### config.mk
export PLATFORM = sky130hd
export DESIGN_NAME = nvm_write_guard
export DESIGN_NICKNAME = d
export VERILOG_FILES = /design/src/rtl/nwg_pkg.sv /design/src/rtl/nwg_perm_flag.sv /design/src/rtl/nwg_busy_timer.sv /design/src/rtl/nwg_dispatch.sv /design/src/rtl/nvm_write_guard.sv
export SDC_FILE = /design/constraint.sdc
export NUM_CORES = 1
export LEC_CHECK = 0
export ABC_CLOCK_PERIOD_IN_PS = 2000
export BUFFER_PORTS_ARGS = -buffer_cell sky130_fd_sc_hd__buf_2
export CELL_PAD_IN_SITES_DETAIL_PLACEMENT = 0
export CELL_PAD_IN_SITES_GLOBAL_PLACEMENT = 2
export CORE_UTILIZATION = 29
export DETAILED_ROUTE_END_ITERATION = 10
export PLACE_DENSITY_LB_ADDON = 0.1
export SLEW_MARGIN = 20
export SYNTH_ARGS = -nofsm -noshare
export SYNTH_HDL_FRONTEND = slang
export SYNTH_SLANG_ARGS = --single-unit
### constraint.sdc
create_clock -name clk -period 2 [get_ports clk]
set_input_delay 0.1 -clock clk [delete_from_list [all_inputs] [get_ports clk]]
set_output_delay 0.1 -clock clk [all_outputs]
set_load 0.05 [all_outputs]
### src/rtl/nwg_pkg.sv
package nwg_pkg;
   typedef enum logic [1:0] {
      OP_READ  = 2'd0,
      OP_WRITE = 2'd1,
      OP_PEN   = 2'd2,
      OP_PDIS  = 2'd3
   } nwg_op_e;

   typedef enum logic [1:0] {
      REG_GENERAL = 2'd0,
      REG_CONV    = 2'd1,
      REG_NONE    = 2'd2
   } nwg_region_e;
endpackage

### src/rtl/nwg_perm_flag.sv
module nwg_perm_flag
   import nwg_pkg::*;
(
   input  logic    clk,
   input  logic    rst_n,
   input  logic    accept,
   input  nwg_op_e op,
   output logic    prog_en
);
   always_ff @(posedge clk or negedge rst_n) begin
      if (!rst_n) begin
         prog_en <= 1'b0;
      end else if (accept) begin
         if (op == OP_PEN) begin
            prog_en <= 1'b1;
         end else if (op == OP_PDIS) begin
            prog_en <= 1'b0;
         end
      end
   end

   // the flag moves only on an accepted enable or disable command
   a_r2_flag_stable: assert property (@(posedge clk) disable iff (!rst_n)
      !($past(accept) && ($past(op) == OP_PEN || $past(op) == OP_PDIS))
      |-> $stable(prog_en));
endmodule

### src/rtl/nwg_busy_timer.sv
module nwg_busy_timer #(
   parameter int PROG_CYCLES = 16
) (
   input  logic clk,
   input  logic rst_n,
   input  logic start_prog,
   input  logic bus_desel,
   input  logic cmd_start,
   output logic busy,
   output logic status_bit,
   output logic status_oe
);
   localparam int CNT_W = $clog2(PROG_CYCLES + 1);
   localparam logic [CNT_W-1:0] LOAD = CNT_W'(PROG_CYCLES);

   logic [CNT_W-1:0] cnt_q;
   logic             oe_q;

   initial begin
      assert (PROG_CYCLES >= 1) else $error("PROG_CYCLES must be at least 1");
   end

   always_ff @(posedge clk or negedge rst_n) begin
      if (!rst_n) begin
         cnt_q <= '0;
      end else if (start_prog) begin
         cnt_q <= LOAD;
      end else if (cnt_q != '0) begin
         cnt_q <= cnt_q - 1'b1;
      end
   end

   always_ff @(posedge clk or negedge rst_n) begin
      if (!rst_n) begin
         oe_q <= 1'b0;
      end else if (start_prog) begin
         oe_q <= 1'b1;
      end else if ((cnt_q == '0) && (bus_desel || cmd_start)) begin
         oe_q <= 1'b0;
      end
   end

   assign busy       = (cnt_q != '0);
   assign status_bit = (cnt_q == '0);
   assign status_oe  = oe_q;

   // a busy period is always reported on the pin
   a_r8_busy_driven: assert property (@(posedge clk) disable iff (!rst_n)
      busy |-> status_oe);
   // the drive is removed only once ready
   a_r10_release_ready: assert property (@(posedge clk) disable iff (!rst_n)
      $fell(status_oe) |-> $past(status_bit));
endmodule

### src/rtl/nwg_dispatch.sv
module nwg_dispatch
   import nwg_pkg::*;
#(
   parameter int ADDR_W  = 9,
   parameter int DATA_W  = 16,
   parameter int NUM_CH  = 4,
   parameter int LATCH_W = 8
) (
   input  logic              clk,
   input  logic              rst_n,
   input  logic              accept,
   input  nwg_op_e           op,
   input  logic [ADDR_W-1:0] addr,
   input  logic [DATA_W-1:0] wdata,
   input  logic [DATA_W-1:0] rdata,
   input  logic              unlock,
   input  logic              prog_en,
   output logic              start_prog,
   output logic              mem_wr,
   output logic [ADDR_W-1:0] mem_addr,
   output logic [DATA_W-1:0] mem_wdata,
   output logic [NUM_CH-1:0] latch_ld,
   output logic [LATCH_W-1:0] latch_val
);
   localparam int CH_W = $clog2(NUM_CH);
   localparam int HI_W = ADDR_W - 1 - CH_W;

   nwg_region_e           region;
   logic [CH_W-1:0]       chan;
   logic                  ld_any;
   logic [LATCH_W-1:0]    ld_val;
   logic [NUM_CH-1:0]     ld_vec;

   initial begin
      assert (NUM_CH >= 2 && (1 << CH_W) == NUM_CH) else $error("NUM_CH must be a power of two >= 2");
      assert (HI_W >= 1) else $error("ADDR_W too small for NUM_CH");
      assert (LATCH_W <= DATA_W) else $error("LATCH_W exceeds DATA_W");
   end

   always_comb begin
      chan = addr[CH_W-1:0];
      if (!addr[ADDR_W-1]) begin
         region = REG_GENERAL;
      end else if (addr[ADDR_W-2:CH_W] == '0) begin
         region = REG_CONV;
      end else begin
         region = REG_NONE;
      end
   end

   always_comb begin
      start_prog = 1'b0;
      ld_any     = 1'b0;
      ld_val     = wdata[DATA_W-1 -: LATCH_W];
      if (accept) begin
         case (op)
            OP_WRITE: begin
               if (region == REG_GENERAL) begin
                  start_prog = prog_en;
               end else if (region == REG_CONV && unlock) begin
                  ld_any     = 1'b1;
                  start_prog = prog_en;
               end
            end
            OP_READ: begin
               if (region == REG_CONV) begin
                  ld_any = 1'b1;
                  ld_val = rdata[DATA_W-1 -: LATCH_W];
               end
            end
            default: ;
         endcase
      end
   end

   for (genvar g = 0; g < NUM_CH; g++) begin : g_ch
      assign ld_vec[g] = ld_any && (chan == CH_W'(g));
   end

   always_ff @(posedge clk or negedge rst_n) begin
      if (!rst_n) begin
         mem_wr    <= 1'b0;
         mem_addr  <= '0;
         mem_wdata <= '0;
         latch_ld  <= '0;
         latch_val <= '0;
      end else begin
         mem_wr   <= start_prog;
         latch_ld <= ld_vec;
         if (start_prog) begin
            mem_addr  <= addr;
            mem_wdata <= wdata;
         end
         if (ld_any) begin
            latch_val <= ld_val;
         end
      end
   end

   // one channel at a time
   a_r12_one_latch: assert property (@(posedge clk) disable iff (!rst_n)
      $onehot0(latch_ld));
   // programming only with the flag set
   a_r3_needs_flag: assert property (@(posedge clk) disable iff (!rst_n)
      mem_wr |-> prog_en);
   // a locked converter write never loads a latch
   a_r4_locked: assert property (@(posedge clk) disable iff (!rst_n)
      ((latch_ld != '0) && ($past(op) == OP_WRITE)) |-> $past(unlock));
   // back-to-back programming strobes cannot occur
   a_r9_single_strobe: assert property (@(posedge clk) disable iff (!rst_n)
      mem_wr |=> !mem_wr);
endmodule

### src/rtl/nvm_write_guard.sv
module nvm_write_guard
   import nwg_pkg::*;
#(
   parameter int ADDR_W      = 9,
   parameter int DATA_W      = 16,
   parameter int NUM_CH      = 4,
   parameter int LATCH_W     = 8,
   parameter int PROG_CYCLES = 100000
) (
   input  logic               clk,
   input  logic               rst_n,
   input  logic               cmd_valid,
   input  logic [1:0]         cmd_op,
   input  logic [ADDR_W-1:0]  cmd_addr,
   input  logic [DATA_W-1:0]  cmd_wdata,
   input  logic [DATA_W-1:0]  mem_rdata,
   input  logic               dac_unlock,
   input  logic               bus_desel,
   input  logic               cmd_start,
   output logic               mem_wr,
   output logic [ADDR_W-1:0]  mem_addr,
   output logic [DATA_W-1:0]  mem_wdata,
   output logic [NUM_CH-1:0]  latch_ld,
   output logic [LATCH_W-1:0] latch_val,
   output logic               status_bit,
   output logic               status_oe
);
   nwg_op_e op;
   logic    busy;
   logic    accept;
   logic    prog_en;
   logic    start_prog;

   assign op     = nwg_op_e'(cmd_op);
   assign accept = cmd_valid && !busy;

   nwg_perm_flag u_flag (
      .clk     (clk),
      .rst_n   (rst_n),
      .accept  (accept),
      .op      (op),
      .prog_en (prog_en)
   );

   nwg_dispatch #(
      .ADDR_W  (ADDR_W),
      .DATA_W  (DATA_W),
      .NUM_CH  (NUM_CH),
      .LATCH_W (LATCH_W)
   ) u_disp (
      .clk        (clk),
      .rst_n      (rst_n),
      .accept     (accept),
      .op         (op),
      .addr       (cmd_addr),
      .wdata      (cmd_wdata),
      .rdata      (mem_rdata),
      .unlock     (dac_unlock),
      .prog_en    (prog_en),
      .start_prog (start_prog),
      .mem_wr     (mem_wr),
      .mem_addr   (mem_addr),
      .mem_wdata  (mem_wdata),
      .latch_ld   (latch_ld),
      .latch_val  (latch_val)
   );

   nwg_busy_timer #(
      .PROG_CYCLES (PROG_CYCLES)
   ) u_timer (
      .clk        (clk),
      .rst_n      (rst_n),
      .start_prog (start_prog),
      .bus_desel  (bus_desel),
      .cmd_start  (cmd_start),
      .busy       (busy),
      .status_bit (status_bit),
      .status_oe  (status_oe)
   );

   // a programming strobe opens a busy window on the pin
   a_r8_strobe_busy: assert property (@(posedge clk) disable iff (!rst_n)
      mem_wr |-> (status_oe && !status_bit));
endmodule

* Word level (Yosys, flattened, before mapping)
Index checks and enable logic that the tools add are counted.
Word-level totals: flip-flop bits (word level) 57, bits in latches 0, RAM bits 0, ROM bits 0, bits of input ports 49, output and inout bits 40, word-level logic and storage cells 55, memories 0
Cells by class: $add $sub $neg 1, multiply operators 0, divide/modulo/power cells 0, magnitude comparators 0, equality and inequality tests 7, shift-type cells 0, mux-type cells 20, bitwise operators 0, reduce and logical (&&, ||, !) cells 19
Operator list (number):
- 17-bit two-way mux | 2
- 8-bit two-way mux | 3
- 17-bit logical NOT | 1
- 17-bit nonzero test | 1
- 17-bit by 1-bit subtractor with 17-bit output, second input constant | 1
- 1-bit two-way mux | 12
- 2-bit equality test, second input constant | 4
- 1-bit logical AND | 7
- 2-bit by 1-bit equality test with 1-bit output, second input constant | 3
- 2-bit logical NOT | 3
- 6-bit logical NOT | 1
- 2-bit nonzero test | 3
- 2-bit two-way mux | 2
- 1-bit one-hot mux with 2 select lines | 1
- 2-bit AND reduction | 1
- 1-bit logical NOT | 1
- 1-bit logical OR | 1

* Longest topological paths before layout
Gate-level depths: netlist of run 1.
word-level depth 10, gate-level depth with buffers 7, gate-level depth less buffers 6

* By module
From an unflattened synthesis of run 1, not the netlist that was laid out.
Second synthesis, totals: cells, all modules 312, area total of the unflattened synthesis 3409.5 µm²
By module, submodules not included:
- nwg_dispatch | instances 1, cells each 207, area an instance 2304.7 µm², seq. area each 950.9 µm²
- nwg_busy_timer | instances 1, cells each 100, area an instance 1048.5 µm², seq. area each 450.4 µm²
- nwg_perm_flag | instances 1, cells each 4, area an instance 42.5 µm², seq. area each 25.0 µm²
- nvm_write_guard | instances 1, cells each 1, area an instance 13.8 µm², seq. area each 0.0 µm²

* Worst setup path before layout of run 1
OpenSTA, ideal clock, no wires.
kind register to register, start register u_timer.cnt_q[0], end register u_timer.cnt_q[1], setup time 0.067 ns, arrival time 2.126 ns, data required time 1.933 ns, slack -0.193 ns, cell stages (with the launch flop) 7, buffers on the path 0, clock period less this slack 2.193 ns, cells stage by stage dfrtp_1 > inv_1 > ha_1 > nor3b_1 > nand2_1 > nor2_1 > a31o_2
Between the ends: longest elaborated chain between the ends 5, elaborated cells between the ends (all ways) 8, classes of those cells add/sub (1); mux (3); reduce/logical (4)
RTL lines:
- from (decl) | line nwg_busy_timer.sv:16 | logic [CNT_W-1:0] cnt_q;
- from (signal assigned) | line nwg_busy_timer.sv:29 | cnt_q <= cnt_q - 1'b1;
- parallel branches: the longest is 5 deep, another holds 17-bit by 1-bit subtractor with 17-bit output
Several ways; the timed one is not identified. The select of a mux whose other input is x is not followed. A chain may end at the register's enable or synchronous reset.

* Final worst setup path of run 1
start register u_timer.cnt_q[1], end register u_disp.mem_wdata[3]
Between the ends: longest elaborated chain between the ends 4
RTL lines:
- 17-bit nonzero test | line nwg_busy_timer.sv:43 | assign busy = (cnt_q != '0);
- 1-bit logical NOT | line nvm_write_guard.sv:35 | assign accept = cmd_valid && !busy;
- 1-bit logical AND | line nvm_write_guard.sv:35
- 1-bit two-way mux | line nwg_dispatch.sv:55 | if (accept) begin
- to (signal assigned) | line nwg_dispatch.sv:92 | mem_wdata <= wdata;
- to (decl) | line nwg_dispatch.sv:21 | output logic [DATA_W-1:0] mem_wdata,
Every way passes these cells.

==> results.sh, run 1 <==
export IMPL_num_fill_cells=853
export IMPL_multi_input_area_mm2=0.00126
export IMPL_die_area_mm2=0.00971
export IMPL_outcome="complete, but fails checks"
export IMPL_synth_area_mm2=0.00270
export IMPL_slew_headroom=0.627
export IMPL_dieHeight_um=98.5
export IMPL_cp_max_fo=5
export IMPL_ys_types=40
export IMPL_synth_edff_count=0
export IMPL_setup_slack_ns=0.0277
export IMPL_initialDrtViolationCount=76
export IMPL_worst_path_max_delay_cell="dfrtp_1"
export IMPL_critPathKind="reg -> reg"
export IMPL_cts_made_buffers=9
export IMPL_final_nets=405
export IMPL_port_buffers=80
export IMPL_fmax_mhz=507
export IMPL_tns_ns=0
export IMPL_async_flop_share=1.00
export IMPL_grt_max_degree=35
export IMPL_finalSetupViolations=0
export IMPL_clk_latency_ns=0.34
export IMPL_grt_pass1_vias=2264
export IMPL_cts_max_level=3
export IMPL_crit_chain="inv_2, ha_4, nor3b_4, and4_4, nand4_4, clkbuf_16, mux2_4"
export IMPL_num_io_pins=89
export IMPL_required_ns=2.22
export IMPL_placed_cells=421
export IMPL_peakVddDrop_mv=0.289
export IMPL_clockBufferDepth=2
export IMPL_min_delay_path_class="in -> reg"
export IMPL_vias=2165
export IMPL_ys_warn_count=0
export IMPL_critical_path_max_stage_delay_ns=0.39
export IMPL_track_usage=0.152
export IMPL_ys_seq_area_frac=0.528
export IMPL_wl_um=7010
export IMPL_final_util=0.457
export IMPL_grt_pass1_wl_um=11400
export IMPL_worstMarginPinSlew_ns=0.560
export IMPL_power_density_mw_per_mm2=589
export IMPL_cp_end_kind="flop"
export IMPL_syn_nets=257
export IMPL_root_buffer="clkbuf_8"
export IMPL_maxCapViolCount=0
export IMPL_via_per_inst=4.64
export IMPL_diodes=0
export IMPL_synth_seq_cells=57
export IMPL_seq_area_mm2=0.00143
export IMPL_final_max_slew_viol_count=0
export IMPL_core_region_area_mm2=0.00885
export IMPL_fin_skew_ns=0.00856
export IMPL_drive_gt1_frac=0.546
export IMPL_cts_tree="done"
export IMPL_worstPathArrival_ns=2.19
export IMPL_stdcell_count=467
export IMPL_start_util=0.305
export IMPL_finalCritPeriodShare=0.986
export IMPL_pre_cts_slack_ns=-0.0213
export IMPL_min_period_ns=1.97
export IMPL_finalHoldViolations=0
export IMPL_syn_instance_count=206
export IMPL_firstDrtPassIters=11
export IMPL_antenna_found_initial=0
export IMPL_overflow=0
export IMPL_final_antenna_net_count=0
export IMPL_fin_total_pwr_mw=2.38
export IMPL_p_leak_nw=2.11
export IMPL_violations="design-rule violations"
export IMPL_ys_flop_type="dfrtp_1"
export IMPL_rsz0062_at_grt="yes"
export IMPL_place_congestion=0.705
export IMPL_die_x_um=98.5
export IMPL_cp_start_kind="flop"
export IMPL_syn2layout_area_growth_pct=49.6
export IMPL_drc_errors=9
export IMPL_row_count=34
export IMPL_clock_sinks=57
export IMPL_avgSynthCellArea_um2=13.1
export IMPL_clkTransAtPathRegs_ns=0.06
export IMPL_post_dp_hpwl_um=4760
export IMPL_wl_per_cell_um=15.0
[registers in the layout, indices dropped and copies added, names as in the netlist]
| signal | count |
|---|---|
| u_timer.cnt_q | 17 |
| u_timer.status_oe | 1 |
| u_disp.latch_val | 8 |
| u_disp.latch_ld | 4 |
| u_disp.mem_addr | 9 |
| u_flag.prog_en | 1 |
| u_disp.mem_wdata | 16 |
| u_disp.mem_wr | 1 |
[per-layer routing]
| metal | up-vias | GRT usage | part of all wire |
|---|---|---|---|
| li1 | 1063 | - | - |
| met1 | 1033 | 0.204 | 0.48 |
| met2 | 57 | 0.228 | 0.45 |
| met3 | 12 | 0.0468 | 0.051 |
| met4 | 0 | 0.0643 | 0.020 |
| met5 | - | 0 | 0 |
[path summary, 6_finish.rpt]
| kind | startpoint | cells past startpoint | end | slack, ns |
|---|---|---|---|---|
| min in group asynchronous | rst_n | 2 | u_disp.latch_ld[0] | 0.29 |
| min reg2reg | u_timer.cnt_q[14] | 1 | u_timer.cnt_q[14] | 0.50 |
| max | u_timer.cnt_q[1] | 7 | u_disp.mem_wdata[3] | 0.03 |
| min | cmd_wdata[10] | 2 | u_disp.mem_wdata[10] | 0.02 |
| max reg2reg | u_timer.cnt_q[1] | 7 | u_disp.mem_wdata[3] | 0.03 |
| max in group asynchronous | rst_n | 3 | u_timer.cnt_q[10] | 1.13 |
[what timing repair did]
item	in CTS	in global routing
resized for setup	3	11
endpoints found under the setup margin	5	44
endpoints found under the hold margin	42	0
setup buffers	3	5
hold buffers	19	0
cloned	0	3
pin swaps	0	6
[critical path: cells and delay by family (launching register included)]
family | cells | cell delay, ns
buf+inv | 2 | 0.31
simple gates | 3 | 0.72
fa+ha+maj | 1 | 0.13
flops | 1 | 0.39
mux | 1 | 0.29
[final cells by class]
type,instances,share of cell area
clock inverter,3,0.00991
inverter,7,0.00650
timing repair buffer,142,0.248
clock buffer,13,0.0369
sequential,57,0.353
tap,108,0.0334
multi-input combinational,137,0.312
[cell usage in the layout, fill, tap and decap left out, drive strengths merged, types with 2 or more instances in the layout]
cell type / n
xor2: 4
buf: 121
or4: 5
dlygate4sd3: 19
a211oi: 3
nor2: 6
o21ai: 5
mux2: 42
nand4: 4
inv: 7
nand3: 6
nand2: 11
nor3: 13
clkinv: 2
dfrtp: 57
xnor2: 4
nor4: 10
and4: 2
clkbuf: 15
mux2i: 3
a311oi: 2
nor3b: 3
ha: 2
o31ai: 2
[report_power, final]
group	switching, mW	leakage [nW]	internal [mW]
clock	0.454	0.0974	0.607
sequential	0.00544	0.751	1.16
combinational	0.0741	1.26	0.0818
total	0.534	2.11	1.85
[synth_stat cells (all sizes together), types with 2 or more instances]
| library cell | n | area share |
|---|---|---|
| nand2 | 11 | 0.015 |
| a311oi | 2 | 0.0065 |
| nor3 | 13 | 0.028 |
| nor2 | 6 | 0.0083 |
| nor4 | 10 | 0.031 |
| nand4 | 4 | 0.015 |
| and4 | 2 | 0.0065 |
| nor3b | 3 | 0.0083 |
| or4 | 5 | 0.015 |
| a211oi | 3 | 0.0083 |
| mux2i | 3 | 0.011 |
| mux2 | 42 | 0.20 |
| dfrtp | 57 | 0.53 |
| buf | 3 | 0.010 |
| ha | 2 | 0.0093 |
| xnor2 | 4 | 0.013 |
| o21ai | 5 | 0.0093 |
| nand3 | 6 | 0.011 |
| o31ai | 2 | 0.011 |
| xor2 | 4 | 0.013 |
| inv | 7 | 0.0097 |
| clkbuf | 2 | 0.0028 |
[cell families (layout without fill, tap and decap cells)]
| group | Yosys count | after routing | share of synthesized area |
|---|---|---|---|
| adders and majority gates | 2 | 2 | 0.00926 |
| muxes | 45 | 45 | 0.211 |
| DFF | 57 | 57 | 0.528 |
| xor gates and xnor gates | 8 | 8 | 0.0259 |
| and+or+nand+nor | 68 | 68 | 0.162 |
| buffers and inverters | 12 | 165 | 0.0227 |
| AOI/OAI and AO/OA | 14 | 14 | 0.0412 |
[metrics by stage]
| stage | area [um^2] | hold slack [ns] |
|---|---|---|
| after detailed placement | 3490 | 0.129 |
| after global placement | 3490 | 0.133 |
| after CTS | 3900 | 0.00342 |
| final | 4040 | 0.0160 |
| after global routing | 4040 | 0.00124 |
| after floorplan | 2710 | -0.196 |
No activity file was read; power rests on OpenSTA's default activity.
==> inputs of run 2 (changes only) <==
--- a/config.mk
+++ b/config.mk
@@ -5,14 +5,16 @@
 export SDC_FILE = /design/constraint.sdc
 export NUM_CORES = 1
 export LEC_CHECK = 0
-export ABC_CLOCK_PERIOD_IN_PS = 2000
+export ABC_CLOCK_PERIOD_IN_PS = 2250
 export BUFFER_PORTS_ARGS = -buffer_cell sky130_fd_sc_hd__buf_2
 export CELL_PAD_IN_SITES_DETAIL_PLACEMENT = 0
 export CELL_PAD_IN_SITES_GLOBAL_PLACEMENT = 2
-export CORE_UTILIZATION = 29
+export CORE_UTILIZATION = 33
 export DETAILED_ROUTE_END_ITERATION = 10
+export HOLD_SLACK_MARGIN = 0.1
 export PLACE_DENSITY_LB_ADDON = 0.1
 export SLEW_MARGIN = 20
 export SYNTH_ARGS = -nofsm -noshare
 export SYNTH_HDL_FRONTEND = slang
+export SYNTH_HIERARCHICAL = 1
 export SYNTH_SLANG_ARGS = --single-unit
==> constraint.sdc (replaced) <==
create_clock -name clk -period 2.25 [get_ports clk]
set_input_delay 0.1125 -clock clk [delete_from_list [all_inputs] [get_ports clk]]
set_output_delay 0.1125 -clock clk [all_outputs]
set_load 0.05 [all_outputs]
==> run 2 against run 1 <==
The run now ends clean; clock skew is 0.0017 ns lower; critical path depth increased by 3; critical path type unchanged; sequential cell count did not move; global-route usage increased by 2.0 points; clock power is essentially flat; maximum frequency shrank 8.0%; register-to-register slack improved by 0.08 ns; utilization rose by 1.1 points; critical endpoint is now u_timer/cnt_q[13]; highest routed layer unchanged.
==> results.sh, run 2 <==
export IMPL_outcome="completed"
export IMPL_worst_path_max_delay_cell="dfrtp_1"
export IMPL_avgSynthCellArea_um2=10.9
export IMPL_overflow=0
export IMPL_cp_end_kind="flop"
export IMPL_fin_skew_ns=0.00690
export IMPL_clk_latency_ns=0.33
export IMPL_seq_area_mm2=0.00143
export IMPL_synth_area_top_cells="dfrtp_1 42%, o211ai_2 7.3%, mux2i_1 5.6%, nand3_1 4.3%, nand4_1 3.7%"
export IMPL_ys_seq_area_frac=0.418
export IMPL_synth_area_mm2=0.00341
export IMPL_die_area_mm2=0.0107
export IMPL_cts_max_level=3
export IMPL_min_delay_path_class="in -> reg"
export IMPL_diodes=0
export IMPL_p_sw_mw=0.533
export IMPL_multi_input_area_mm2=0.00188
export IMPL_p_seq_frac=0.452
export IMPL_cp_start_kind="flop"
export IMPL_rsz0062_at_grt="yes"
export IMPL_vias=2938
export IMPL_fmax_mhz=467
export IMPL_p_leak_nw=2.18
export IMPL_ys_flop_type="dfrtp_1"
export IMPL_final_common_cell="buf_2"
export IMPL_initialDrtViolationCount=102
export IMPL_placed_cells=530
export IMPL_finalHoldViolations=0
export IMPL_ys_warn_count=6
export IMPL_ys_types=59
export IMPL_async_flop_share=1.00
export IMPL_syn2layout_area_growth_pct=36.0
export IMPL_synth_most_common_cell="dfrtp_1"
export IMPL_finalCritPeriodShare=0.952
export IMPL_critical_path_max_stage_delay_ns=0.39
export IMPL_cts_tree="done"
export IMPL_worstMarginPinSlew_ns=0.817
export IMPL_root_buffer="clkbuf_8"
export IMPL_drive_gt1_frac=0.436
export IMPL_syn_nets=363
export IMPL_mostFrequentLayoutCells="80 x buf_2, 57 x dfrtp_1, 29 x nand3_1"
export IMPL_grt_pass1_wl_um=14700
export IMPL_worst_path_buf_inv=2
export IMPL_wl_per_cell_um=15.7
export IMPL_fin_total_pwr_mw=2.27
export IMPL_crit_cells=10
export IMPL_crit_chain="inv_2, ha_4, nor4b_4, nand4_4, nor2b_4, and4b_2, a21boi_4, inv_2, o311ai_2, o31ai_1"
export IMPL_slew_headroom=0.456
export IMPL_post_dp_hpwl_um=5880
export IMPL_port_buffers=80
export IMPL_maxCapViolCount=0
export IMPL_grt_max_degree=58
export IMPL_finalSetupViolations=0
export IMPL_antenna_found_initial=0
export IMPL_power_density_mw_per_mm2=489
export IMPL_final_antenna_net_count=0
export IMPL_start_util=0.344
export IMPL_grt_pass1_vias=2820
export IMPL_crit_family="simple AND/OR/NAND/NOR gates"
export IMPL_holdWs_ns=0.120
export IMPL_largest_reg_flops=17
export IMPL_crit_top_cell="inv_2"
export IMPL_peakVddDrop_mv=0.251
export IMPL_reg_largest_list="u_timer/cnt_q (17), u_disp/mem_wdata (16), u_disp/mem_addr (9)"
export IMPL_cp_max_fo=4
export IMPL_track_usage=0.172
export IMPL_stdcell_count=571
export IMPL_dieHeight_um=104
export IMPL_clockBufferDepth=2
export IMPL_drc_errors=0
export IMPL_num_io_pins=89
export IMPL_synth_edff_count=0
export IMPL_row_count=36
export IMPL_final_max_slew_viol_count=0
export IMPL_tns_ns=0
export IMPL_core_region_area_mm2=0.00991
export IMPL_clock_sinks=57
export IMPL_worstPathArrival_ns=2.35
export IMPL_swShare=0.235
export IMPL_critPathKind="reg -> reg"
export IMPL_synth_common_cells="57 x dfrtp_1, 29 x nand3_1, 20 x nand4_1, 20 x nor2b_1, 20 x o211ai_2"
export IMPL_r2r_slack_ns=0.11
export IMPL_dpl_instance_area_mm2=0.00412
export IMPL_top_register="u_timer/cnt_q"
export IMPL_yosysTopAreaCell="dfrtp_1"
export IMPL_syn_instance_count=312
export IMPL_via_per_inst=5.15
export IMPL_comb_power_share=0.084
export IMPL_wl_um=8950
export IMPL_required_ns=2.46
export IMPL_firstDrtPassIters=4
export IMPL_final_cell_area_mm2=0.00464
export IMPL_die_x_um=104
export IMPL_p_int_mw=1.74
export IMPL_min_period_ns=2.14
export IMPL_place_congestion=0.737
export IMPL_num_fill_cells=982
export IMPL_clkTransAtPathRegs_ns=0.07
export IMPL_synth_seq_cells=57
export IMPL_min_path_cells=3
export IMPL_reg2regPathDepth=10
export IMPL_power_frac_clock=0.464
export IMPL_final_nets=485
export IMPL_cts_made_buffers=9
export IMPL_yosysTopAreaCellShare=0.418
-- run 2: cell types whose count changed in the layout (fill, tap and decap cells not counted), moves of 4 or more --
cell and delta:
nand3_1 +24, buf_4 -11, nand2_1 -5, mux2_2 -14
mux2_4 -12, dlygate4sd3_1 +6, nand2b_1 +7, mux2i_1 +16
nand4_1 +17, nor4_1 -7, a21oi_2 +5, o211ai_2 +20
nor2b_1 +20, buf_6 -4
-- run 2: layout make-up --
| class | instances | share of cell area |
|---|---|---|
| clock buffer | 13 | 0.0386 |
| clock inverter | 2 | 0.00755 |
| inverter | 8 | 0.00755 |
| multi-input combinational | 224 | 0.404 |
| sequential | 57 | 0.308 |
| tap | 133 | 0.0359 |
| timing repair buffer | 134 | 0.199 |
-- run 2: per-stage QoR --
stage | util | worst slack [ns]
2_1_floorplan | - | -0.258
3_3_place_gp | 0.416 | 0.0650
3_5_place_dp | 0.416 | 0.0177
4_1_cts | 0.464 | -0.00371
5_1_grt | 0.468 | -0.0256
6_report | 0.468 | 0.107
-- run 2: final timing paths --
path,to,from
worst max-delay path,u_timer/cnt_q[13],u_timer/cnt_q[0]
worst min-delay path,u_timer/status_oe,bus_desel
worst max register to register,u_timer/cnt_q[13],u_timer/cnt_q[0]
worst min register to register,u_timer/status_oe,u_timer/status_oe
max in group asynchronous,u_disp/latch_val[1],rst_n
min in group asynchronous,u_disp/mem_addr[6],rst_n
-- run 2: worst min-delay path, cell delays in order --
cell     delay, ns
buf_2         0.07
o21ai_0       0.06
a21o_1        0.17
-- run 2: logic make-up (layout without fill, tap and decap cells) --
logic type,Yosys count,count (layout),share of synthesized area
AO/OA/AOI/OAI,52,52,0.140
XOR/XNOR,2,2,0.00514
adder cells (fa/ha/maj),2,2,0.00734
buffers and inverters,31,157,0.0525
flip-flops,57,57,0.418
multiplexers,35,35,0.115
AND/OR/NAND/NOR,133,133,0.261
-- run 2: repair_timing --
item,4_1_cts,5_1_grt
hold buffers,25,0
gates resized for setup,2,7
setup endpoints to repair,3,46
pin swaps,0,1
buffers inserted,0,1
hold endpoints to repair,84,0
-- run 2: per-layer routing --
| layer | track usage | vias up | share of wire | routed length, um |
|---|---|---|---|---|
| li1 | - | 1420 | - | - |
| met1 | 0.241 | 1435 | 0.50 | 4510 |
| met2 | 0.264 | 77 | 0.44 | 3900 |
| met3 | 0.0459 | 6 | 0.052 | 464 |
| met4 | 0.0373 | 0 | 0.0086 | 77 |
| met5 | 0 | - | 0 | 0 |
-- run 2: power by group through the flow --
stage	logic (mW)	clock network, mW	registers [mW]
after floorplan	0.0701	0	1.05
after global placement	0.158	0	1.04
after detailed placement	0.159	0	1.04
after CTS	0.193	1.08	1.03
after global routing	0.210	1.13	1.02
final	0.190	1.05	1.03
